$ cat src/rtl/brtrace_pkg.sv
// Package: shared widths and the discontinuity event encoding for the
// branch trace capture unit. Assumes 16-bit instructions and word fetches.
package brtrace_pkg;
    localparam int ADDR_W = 32;
    localparam int PTR_W  = 2;
    localparam int ALIGN_BITS = 2;   // fetches are word aligned

    typedef enum logic [1:0] {
        EVK_NONE   = 2'b00,
        EVK_BRANCH = 2'b01,
        EVK_REPEAT = 2'b10,
        EVK_IRQ    = 2'b11
    } evt_kind_e;
endpackage

$ cat src/rtl/brtrace_classify.sv
// Module: decides whether this cycle captures and whether the capture is
// the delayed-branch-to-halfword-odd-target special case.
// Assumes evt_kind is valid for exactly the cycle of the discontinuity.
module brtrace_classify
    import brtrace_pkg::*;
#(
    parameter int AW = ADDR_W
) (
    input  logic          trace_en,
    input  evt_kind_e     kind,
    input  logic          delay_slot,
    input  logic [AW-1:0] target_addr,
    output logic          cap_o,
    output logic          special_o
);
    logic odd_half;

    // Purpose: qualify the event with the enable and detect the special case.
    always_comb begin
        odd_half  = (target_addr[1:0] == 2'b10);
        cap_o     = trace_en && (kind != EVK_NONE);
        special_o = cap_o && (kind == EVK_BRANCH) && delay_slot && odd_half;
    end
endmodule

$ cat src/rtl/brtrace_store.sv
// Module: the source (address + pointer) and destination registers.
// Loads on cap, holds otherwise. Assumes the fetch address low bits are
// don't-care, and clears them so a set bit 1 marks only the special case.
module brtrace_store
    import brtrace_pkg::*;
#(
    parameter int AW = ADDR_W,
    parameter int PW = PTR_W,
    parameter int LB = ALIGN_BITS
) (
    input  logic          clk,
    input  logic          rst_n,
    input  logic          cap,
    input  logic          special,
    input  logic [AW-1:0] fetch_addr,
    input  logic [PW-1:0] pend_cnt,
    input  logic [AW-1:0] target_addr,
    output logic [AW-1:0] src_addr_q,
    output logic [PW-1:0] src_ptr_q,
    output logic [AW-1:0] dst_addr_q
);
    localparam logic [AW-1:0] ALIGN_MASK = ~((AW'(1) << LB) - AW'(1));

    logic [AW-1:0] src_next;
    logic [PW-1:0] ptr_next;

    // Purpose: choose what the source register records for this capture.
    always_comb begin
        if (special) begin
            src_next = target_addr;
            ptr_next = '0;
        end else begin
            src_next = fetch_addr & ALIGN_MASK;
            ptr_next = pend_cnt;
        end
    end

    // Purpose: source register update with synchronous reset.
    always_ff @(posedge clk) begin
        if (!rst_n) begin
            src_addr_q <= '0;
            src_ptr_q  <= '0;
        end else if (cap) begin
            src_addr_q <= src_next;
            src_ptr_q  <= ptr_next;
        end
    end

    // Purpose: destination register update with synchronous reset.
    always_ff @(posedge clk) begin
        if (!rst_n)   dst_addr_q <= '0;
        else if (cap) dst_addr_q <= target_addr;
    end

    // no capture leaves every register unchanged.
    a_r4_hold: assert property (@(posedge clk) disable iff (!rst_n)
        !cap |=> ($stable(src_addr_q) && $stable(src_ptr_q) && $stable(dst_addr_q)));
    // the destination takes the target on capture.
    a_r5_dst: assert property (@(posedge clk) disable iff (!rst_n)
        cap |=> dst_addr_q == $past(target_addr));
    // the special case records the target and a zero pointer.
    a_r7_special: assert property (@(posedge clk) disable iff (!rst_n)
        special |=> (src_addr_q == $past(target_addr) && src_ptr_q == '0));
    // a normal capture stores a word-aligned source and the pointer.
    a_r6_align: assert property (@(posedge clk) disable iff (!rst_n)
        (cap && !special) |=> (src_addr_q[1:0] == 2'b00 && src_ptr_q == $past(pend_cnt)));
endmodule

$ cat src/rtl/brtrace_recover.sv
// Module: combinational helper that rebuilds the last executed address as
// source minus twice the pointer. Assumes bit 1 of the stored source is set
// only by the special case, and flags that as invalid.
module brtrace_recover
    import brtrace_pkg::*;
#(
    parameter int AW = ADDR_W,
    parameter int PW = PTR_W
) (
    input  logic [AW-1:0] src_addr,
    input  logic [PW-1:0] src_ptr,
    output logic [AW-1:0] recov_addr,
    output logic          recov_invalid
);
    logic [AW-1:0] back_bytes;

    // Purpose: compute the byte offset and the recovered address or invalid.
    always_comb begin
        back_bytes    = AW'(src_ptr) << 1;
        recov_invalid = src_addr[1];
        recov_addr    = recov_invalid ? '0 : (src_addr - back_bytes);
    end
endmodule

$ cat src/rtl/brtrace_unit.sv
// Module: top of the branch trace capture unit. Classifies each cycle's
// event, stores source/destination, and exposes the recovered address.
// Assumes one event per cycle at most, and 16-bit instructions.
module brtrace_unit
    import brtrace_pkg::*;
#(
    parameter int AW = ADDR_W,
    parameter int PW = PTR_W
) (
    input  logic          clk,
    input  logic          rst_n,
    input  logic          trace_en,
    input  logic [AW-1:0] fetch_addr,
    input  logic [PW-1:0] pend_cnt,
    input  logic [1:0]    evt_kind,
    input  logic          delay_slot,
    input  logic [AW-1:0] target_addr,
    output logic [AW-1:0] src_addr_q,
    output logic [PW-1:0] src_ptr_q,
    output logic [AW-1:0] dst_addr_q,
    output logic [AW-1:0] recov_addr,
    output logic          recov_invalid
);
    evt_kind_e kind;
    logic      cap;
    logic      special;

    // Purpose: type the raw event code.
    always_comb kind = evt_kind_e'(evt_kind);

    brtrace_classify #(.AW(AW)) u_classify (
        .trace_en    (trace_en),
        .kind        (kind),
        .delay_slot  (delay_slot),
        .target_addr (target_addr),
        .cap_o       (cap),
        .special_o   (special)
    );

    brtrace_store #(.AW(AW), .PW(PW), .LB(ALIGN_BITS)) u_store (
        .clk         (clk),
        .rst_n       (rst_n),
        .cap         (cap),
        .special     (special),
        .fetch_addr  (fetch_addr),
        .pend_cnt    (pend_cnt),
        .target_addr (target_addr),
        .src_addr_q  (src_addr_q),
        .src_ptr_q   (src_ptr_q),
        .dst_addr_q  (dst_addr_q)
    );

    brtrace_recover #(.AW(AW), .PW(PW)) u_recover (
        .src_addr      (src_addr_q),
        .src_ptr       (src_ptr_q),
        .recov_addr    (recov_addr),
        .recov_invalid (recov_invalid)
    );

    // with tracing disabled the registers are frozen.
    a_r2_frozen: assert property (@(posedge clk) disable iff (!rst_n)
        !trace_en |=> ($stable(src_addr_q) && $stable(src_ptr_q) && $stable(dst_addr_q)));
    // an invalid recovery only ever comes with a zero stored pointer.
    a_r9_invalid_ptr: assert property (@(posedge clk) disable iff (!rst_n)
        recov_invalid |-> (src_ptr_q == '0 && recov_addr == '0));
    // any enabled event loads the destination port.
    a_r3_event_loads: assert property (@(posedge clk) disable iff (!rst_n)
        (trace_en && evt_kind != 2'b00) |=> dst_addr_q == $past(target_addr));
endmodule

$ cat config.mk
export PLATFORM = sky130hd
export DESIGN_NAME = brtrace_unit
export DESIGN_NICKNAME = d
export VERILOG_FILES = /design/src/rtl/brtrace_pkg.sv /design/src/rtl/brtrace_classify.sv /design/src/rtl/brtrace_store.sv /design/src/rtl/brtrace_recover.sv /design/src/rtl/brtrace_unit.sv
export SDC_FILE = /design/constraint.sdc
export NUM_CORES = 1
export LEC_CHECK = 0
export BUFFER_PORTS_ARGS = -buffer_cell sky130_fd_sc_hd__clkbuf_2
export CAP_MARGIN = 10
export CORE_AREA = 5 5 83 116
export DETAILED_ROUTE_END_ITERATION = 16
export DIE_AREA = 0 0 88 121
export PLACE_DENSITY = 0.72
export RECOVER_POWER = 25
export SLEW_MARGIN = 10
export SYNTH_ARGS = -nofsm -noshare
export SYNTH_HDL_FRONTEND = slang
export SYNTH_SLANG_ARGS = --single-unit
$ cat constraint.sdc
create_clock -name clk -period 6.38 [get_ports clk]
set_input_delay 0.957 -clock clk [delete_from_list [all_inputs] [get_ports clk]]
set_output_delay 0.957 -clock clk [all_outputs]
set_load 0.1 [all_outputs]
==> impl_metrics.toml, run 1 <==
[status]
status = "finished with violations"
violations = "capacitance limit, slew limit"

[clock_tree]
htree_num_levels = 3
clk_latency_ns = 0.33
cts_root_buf = "clkbuf_16"
path_clk_slew_ns = 0.05
cts_hold_buf = 0
postCtsSetupBuffers = 0
cts_inserted_buffers = 9
clkSinkCount = 66
cts_buffer_depth = 2
cts_resized = 0
cts_tree = "built"

[logic_synthesis]
yosysWarnings = 0
ys_types = 42
syn-num-nets = 498
synthTopCellsByCount = "nand2_1, dfxtp_1, a21oi_1"
synth_ff_type = "dfxtp_1"
synth_area_leaders = "dfxtp_1, mux2i_1, a21oi_1, nand2_1, a211oi_1"
avgSynthCellArea_um2 = 7.99
ys_seq_elements = 66
async_flop_share = 0
synth_top_area_share = 0.390
netlist_area_um2 = 3390
postSynthCellCount = 424
ys_seq_area_frac = 0.390
synth-edff-count = 0
synthMostInstantiatedCell = "nand2_1"
yosysTopAreaCell = "dfxtp_1"

[layout]
final_cell_area_um2 = 4540
nFillCells = 850
instances_no_fill = 682
diodes = 0
seqCellArea_um2 = 1320
multi_input_area_um2 = 1910
drive_above_1_share = 0.329
fin_nets = 646
area_growth_syn_to_layout_pct = 33.9

[global_route]
overflow = 0
grt_pass1_wl_um = 16500
track_usage = 0.199
grt_pass1_vias = 3294
antenna_found_initial = 0
grt_max_degree = 95

[placement]
io_buffers = 168
placed_cells = 666
placed_area_um2 = 4250
place_congestion = 0.823
place.detailed.hpwl_um = 7910

[routing]
vias_per_cell = 5.24
ant_nets = 0
vias = 3573
routedWlPerCell_um = 15.7
wl_um = 10700
drc = 0
dr.first_iter.drc_count = 203
drtPass1Iterations = 4

[critical_path]
critical_path_class = "reg -> out"
cp.arrival_ns = 3.30
critPathLaunchType = "flop"
worst_setup_path_end_kind = "primary output"
required_ns = 5.42
cp_max_fo = 27

[floorplanning]
io_pins = 171
num_rows = 40
dieArea_um2 = 10600
fp.coreArea_um2 = 8460
die_height_um = 121
die_w_um = 88
start_util = 0.401

[pwr]
power_density_nw_per_um2 = 333
p_sw_uw = 658
leakage_uw = 0.00196
seq_power_share = 0.311
intPower_uw = 854
sw_frac_of_total = 0.435
max-vdd-ir-drop_uv = 199
p_clk_frac = 0.325
combPwrFrac = 0.364

[hold_path]
min_path_type = "reg -> reg"

[timing]
finalSetupTns_ns = 0
max_slew_margin = -0.0928
timing.fmax_ghz = 0.235
rsz0062_at_grt = "no"
setup_violations = 0
min_period_over_period = 0.668
fin_crit_ns = 4.26
finalHoldViolations = 0
fin_skew_ns = 0
tightest_slew_ns = 1.64
drv_slew = 37
timing.hold.ws_ns = 0.452

[flow_run]
drv_cap = 1
## per-stage QoR
step	util	setup slack (ns)	power [uW]
floorplan	-	0.695	933
global placement	0.502	2.51	1020
detailed placement	0.502	2.48	1030
CTS	0.538	2.11	1530
global route	0.537	1.96	1580
finish	0.537	2.12	1510
## sequential cells by signal, indices dropped and copies added (netlist names)
register            cells
u_store.dst_addr_q     32
u_store.src_ptr_q       2
u_store.src_addr_q     32
## cells by family (layout without fill, tap and decap cells)
group / after synthesis / after routing / synth area share
simple gates: 171 / 171 / 0.237
compound gates: 104 / 104 / 0.191
flops: 66 / 66 / 0.390
buf+inv: 39 / 192 / 0.0495
mux: 34 / 34 / 0.102
xor+xnor: 8 / 8 / 0.0207
fa+ha+maj: 2 / 2 / 0.00960
## routing by layer
layer | wire length, um | vias up | track usage
met5 | 0 | - | 0
met4 | 309 | 0 | 0.0998
met3 | 667 | 20 | 0.0448
met2 | 5190 | 112 | 0.315
met1 | 4530 | 1625 | 0.251
li1 | - | 1816 | -
## layout make-up
cell class	count	share of cell area
multi-input cells	319	0.420
flip-flops and latches	66	0.291
repair buffers	172	0.189
clock buffers	11	0.0557
well taps	105	0.0289
clock inverters	5	0.0116
inverters	4	0.00331
## worst max-delay path, stage by stage (launching register included)
cell	delay (ns)
dfxtp_1	0.37
or4_4	0.57
or4_1	0.77
nor4b_1	0.52
mux2_2	0.39
clkbuf_2	0.37
## cell usage in the layout (no fill, tap or decap), types with 2 or more instances in the layout
cell type and n:
inv_1 3, o31ai_1 10, dfxtp_1 66, clkinv_2 3, or4_1 12, a211oi_1 31
xnor2_1 7, nand3_1 2, clkbuf_8 2, nor2b_1 5, clkbuf_16 9, nor4_1 10
a21oi_1 52, buf_4 3, o21ai_0 5, clkbuf_1 8, or3_1 10, nand2_1 69
nor2_1 46, nand2b_1 6, or2_2 4, clkbuf_2 161, mux2_1 3, mux2i_1 30
## power groups by stage
stage	Clock, uW	Sequential (uW)	Combinational [uW]
after CTS	503	469	554
after detailed placement	0	477	554
final	492	470	551
after global placement	0	475	549
after floorplan	0	660	273
after global routing	527	474	576
## final timing paths
check	slack, ns	startpoint	endpoint	cells after the start
max	2.12	u_store.src_addr_q[10]$_SDFFE_PN0P_	recov_addr[31]	5
min reg2reg	0.45	u_store.dst_addr_q[2]$_SDFFE_PN0P_	u_store.dst_addr_q[2]$_SDFFE_PN0P_	2
min	0.45	u_store.dst_addr_q[2]$_SDFFE_PN0P_	u_store.dst_addr_q[2]$_SDFFE_PN0P_	2
max reg2reg	5.38	u_store.src_addr_q[1]$_SDFFE_PN0P_	u_store.src_addr_q[1]$_SDFFE_PN0P_	3
Note: power is estimated with default switching activity, not from simulation.
==> run 2, diff against run 1 <==
- clock period: 6.38 -> 4.4 ns (I/O delays scaled with it)
==> impl_metrics.toml, run 2 (synthesis results as in run 1) <==
[pwr]
intPower_uw = 1190
max-vdd-ir-drop_uv = 274
seq_power_share = 0.319
sw_frac_of_total = 0.443
p_sw_uw = 947
leakage_uw = 0.00193
p_total_uw = 2140
power_density_nw_per_um2 = 455
combPwrFrac = 0.388
p_clk_frac = 0.293

[clock_tree]
cts_root_buf = "clkbuf_16"
htree_num_levels = 3
cts_inserted_buffers = 9
cts_buffer_depth = 2
cts_hold_buf = 0
cts_resized = 0
path_clk_slew_ns = 0.05
clk_latency_ns = 0.32
cts_tree = "built"
clkSinkCount = 66
postCtsSetupBuffers = 0

[status]
status = "finished with violations"
violations = "capacitance limit, slew limit"

[critical_path]
cp.arrival_ns = 3.29
critPathLaunch = "u_store.src_addr_q[10]$_SDFFE_PN0P_"
worst_setup_path_end_kind = "primary output"
critical_path_class = "reg -> out"
required_ns = 3.74
critPathLaunchType = "flop"
cp_max_fo = 27
reg2reg_from = "u_store.src_addr_q[1]$_SDFFE_PN0P_"

[global_route]
track_usage = 0.194
antenna_found_initial = 0
grt_max_degree = 95
grt_pass1_wl_um = 16200
grt_pass1_vias = 3261
overflow = 0

[layout]
finish.utilization = 0.555
drive_above_1_share = 0.341
diodes = 0
reg.largest.list = "u_store.dst_addr_q (32), u_store.src_addr_q (32), u_store.src_ptr_q (2)"
final_cell_mix = "clkbuf_2, nand2_1, dfxtp_1, nor2_1, a21oi_1"
layout_commonest_cell = "clkbuf_2"
fin_nets = 646
area_growth_syn_to_layout_pct = 38.6

[routing]
ant_nets = 0
dr.first_iter.drc_count = 191
vias = 3619
drtPass1Iterations = 4
vias_per_cell = 5.31
wl_um = 10600
drc = 0
routedWlPerCell_um = 15.5

[floorplanning]
start_util = 0.401
fp.coreArea_um2 = 8460
dieArea_um2 = 10600
die_w_um = 88
num_rows = 40
die_height_um = 121
io_pins = 171

[timing]
rsz0062_at_grt = "no"
timing.fmax_ghz = 0.253
setup_violations = 0
tightest_slew_ns = 1.95
max_slew_margin = -0.312
min_period_over_period = 0.897
drv_slew = 113
fin_skew_ns = 0
fin_crit_ns = 3.95
finalHoldViolations = 0

[hold_path]
holdCritStartpoint = "u_store.dst_addr_q[12]$_SDFFE_PN0P_"
min_path_type = "reg -> reg"

[placement]
io_buffers = 168
place_congestion = 0.790
place.detailed.hpwl_um = 7930

[flow_run]
drv_cap = 2
## run 2: cell types whose count changed in the layout (fill, tap and decap cells not counted), moves of 2 or more
cell,change
a21oi_1,-16
dfxtp_2,+2
buf_12,+6
nor2_1,-4
dfxtp_1,-2
clkbuf_2,-21
a21oi_2,+10
a21oi_4,+6
nor2_2,+4
buf_4,+2
clkbuf_1,+16
## run 2: metrics by stage
step / setup WS (ns) / TNS, ns / area (um2) / std cells / hold slack, ns
after global routing: 0.336 / 0 / 4700 / 682 / 0.476
after global placement: 0.861 / 0 / 4470 / 666 / 0.442
after CTS: 0.466 / 0 / 4730 / 682 / 0.456
after floorplan: -0.172 / -0.172 / 3510 / 424 / 0.688
final: 0.452 / 0 / 4700 / 682 / 0.454
after detailed placement: 0.817 / 0 / 4470 / 666 / 0.449
## run 2: power by group through the flow
| stage | combinational (uW) | clock, uW | sequential [uW] |
|---|---|---|---|
| floorplan | 409 | 0 | 957 |
| global placement | 826 | 0 | 689 |
| detailed placement | 833 | 0 | 693 |
| CTS | 834 | 647 | 680 |
| global route | 864 | 673 | 687 |
| finish | 829 | 627 | 681 |
## run 2: worst max-delay path, cell delays in order, from the launching register on
cell      delay (ns)
dfxtp_1         0.37
or4_4           0.57
or4_1           0.77
or4_1           0.62
a21oi_2         0.16
clkbuf_2        0.47
## run 2: layout make-up
type | count | area (um2)
Fill cell | 801 | 3760
Multi-Input combinational cell | 319 | 2020
Clock inverter | 3 | 15.0
Tap cell | 105 | 131
Clock buffer | 13 | 250
Inverter | 4 | 18.8
Timing Repair Buffer | 172 | 937
Sequential cell | 66 | 1320
## run 2: per-layer routing
layer  wire (um)  part of all wire  track usage
met1        4520              0.43        0.246
met2        5090              0.48        0.308
met3         751             0.071       0.0489
met4         245             0.023       0.0835
met5           0                 0            0
## run 2: final timing paths
| kind | endpoint | slack [ns] | cells after the start |
|---|---|---|---|
| hold / removal | u_store.dst_addr_q[12]$_SDFFE_PN0P_ | 0.45 | 2 |
| hold reg to reg | u_store.dst_addr_q[12]$_SDFFE_PN0P_ | 0.45 | 2 |
| setup reg to reg | u_store.src_addr_q[1]$_SDFFE_PN0P_ | 3.29 | 3 |
| setup / recovery | recov_addr[20] | 0.45 | 5 |
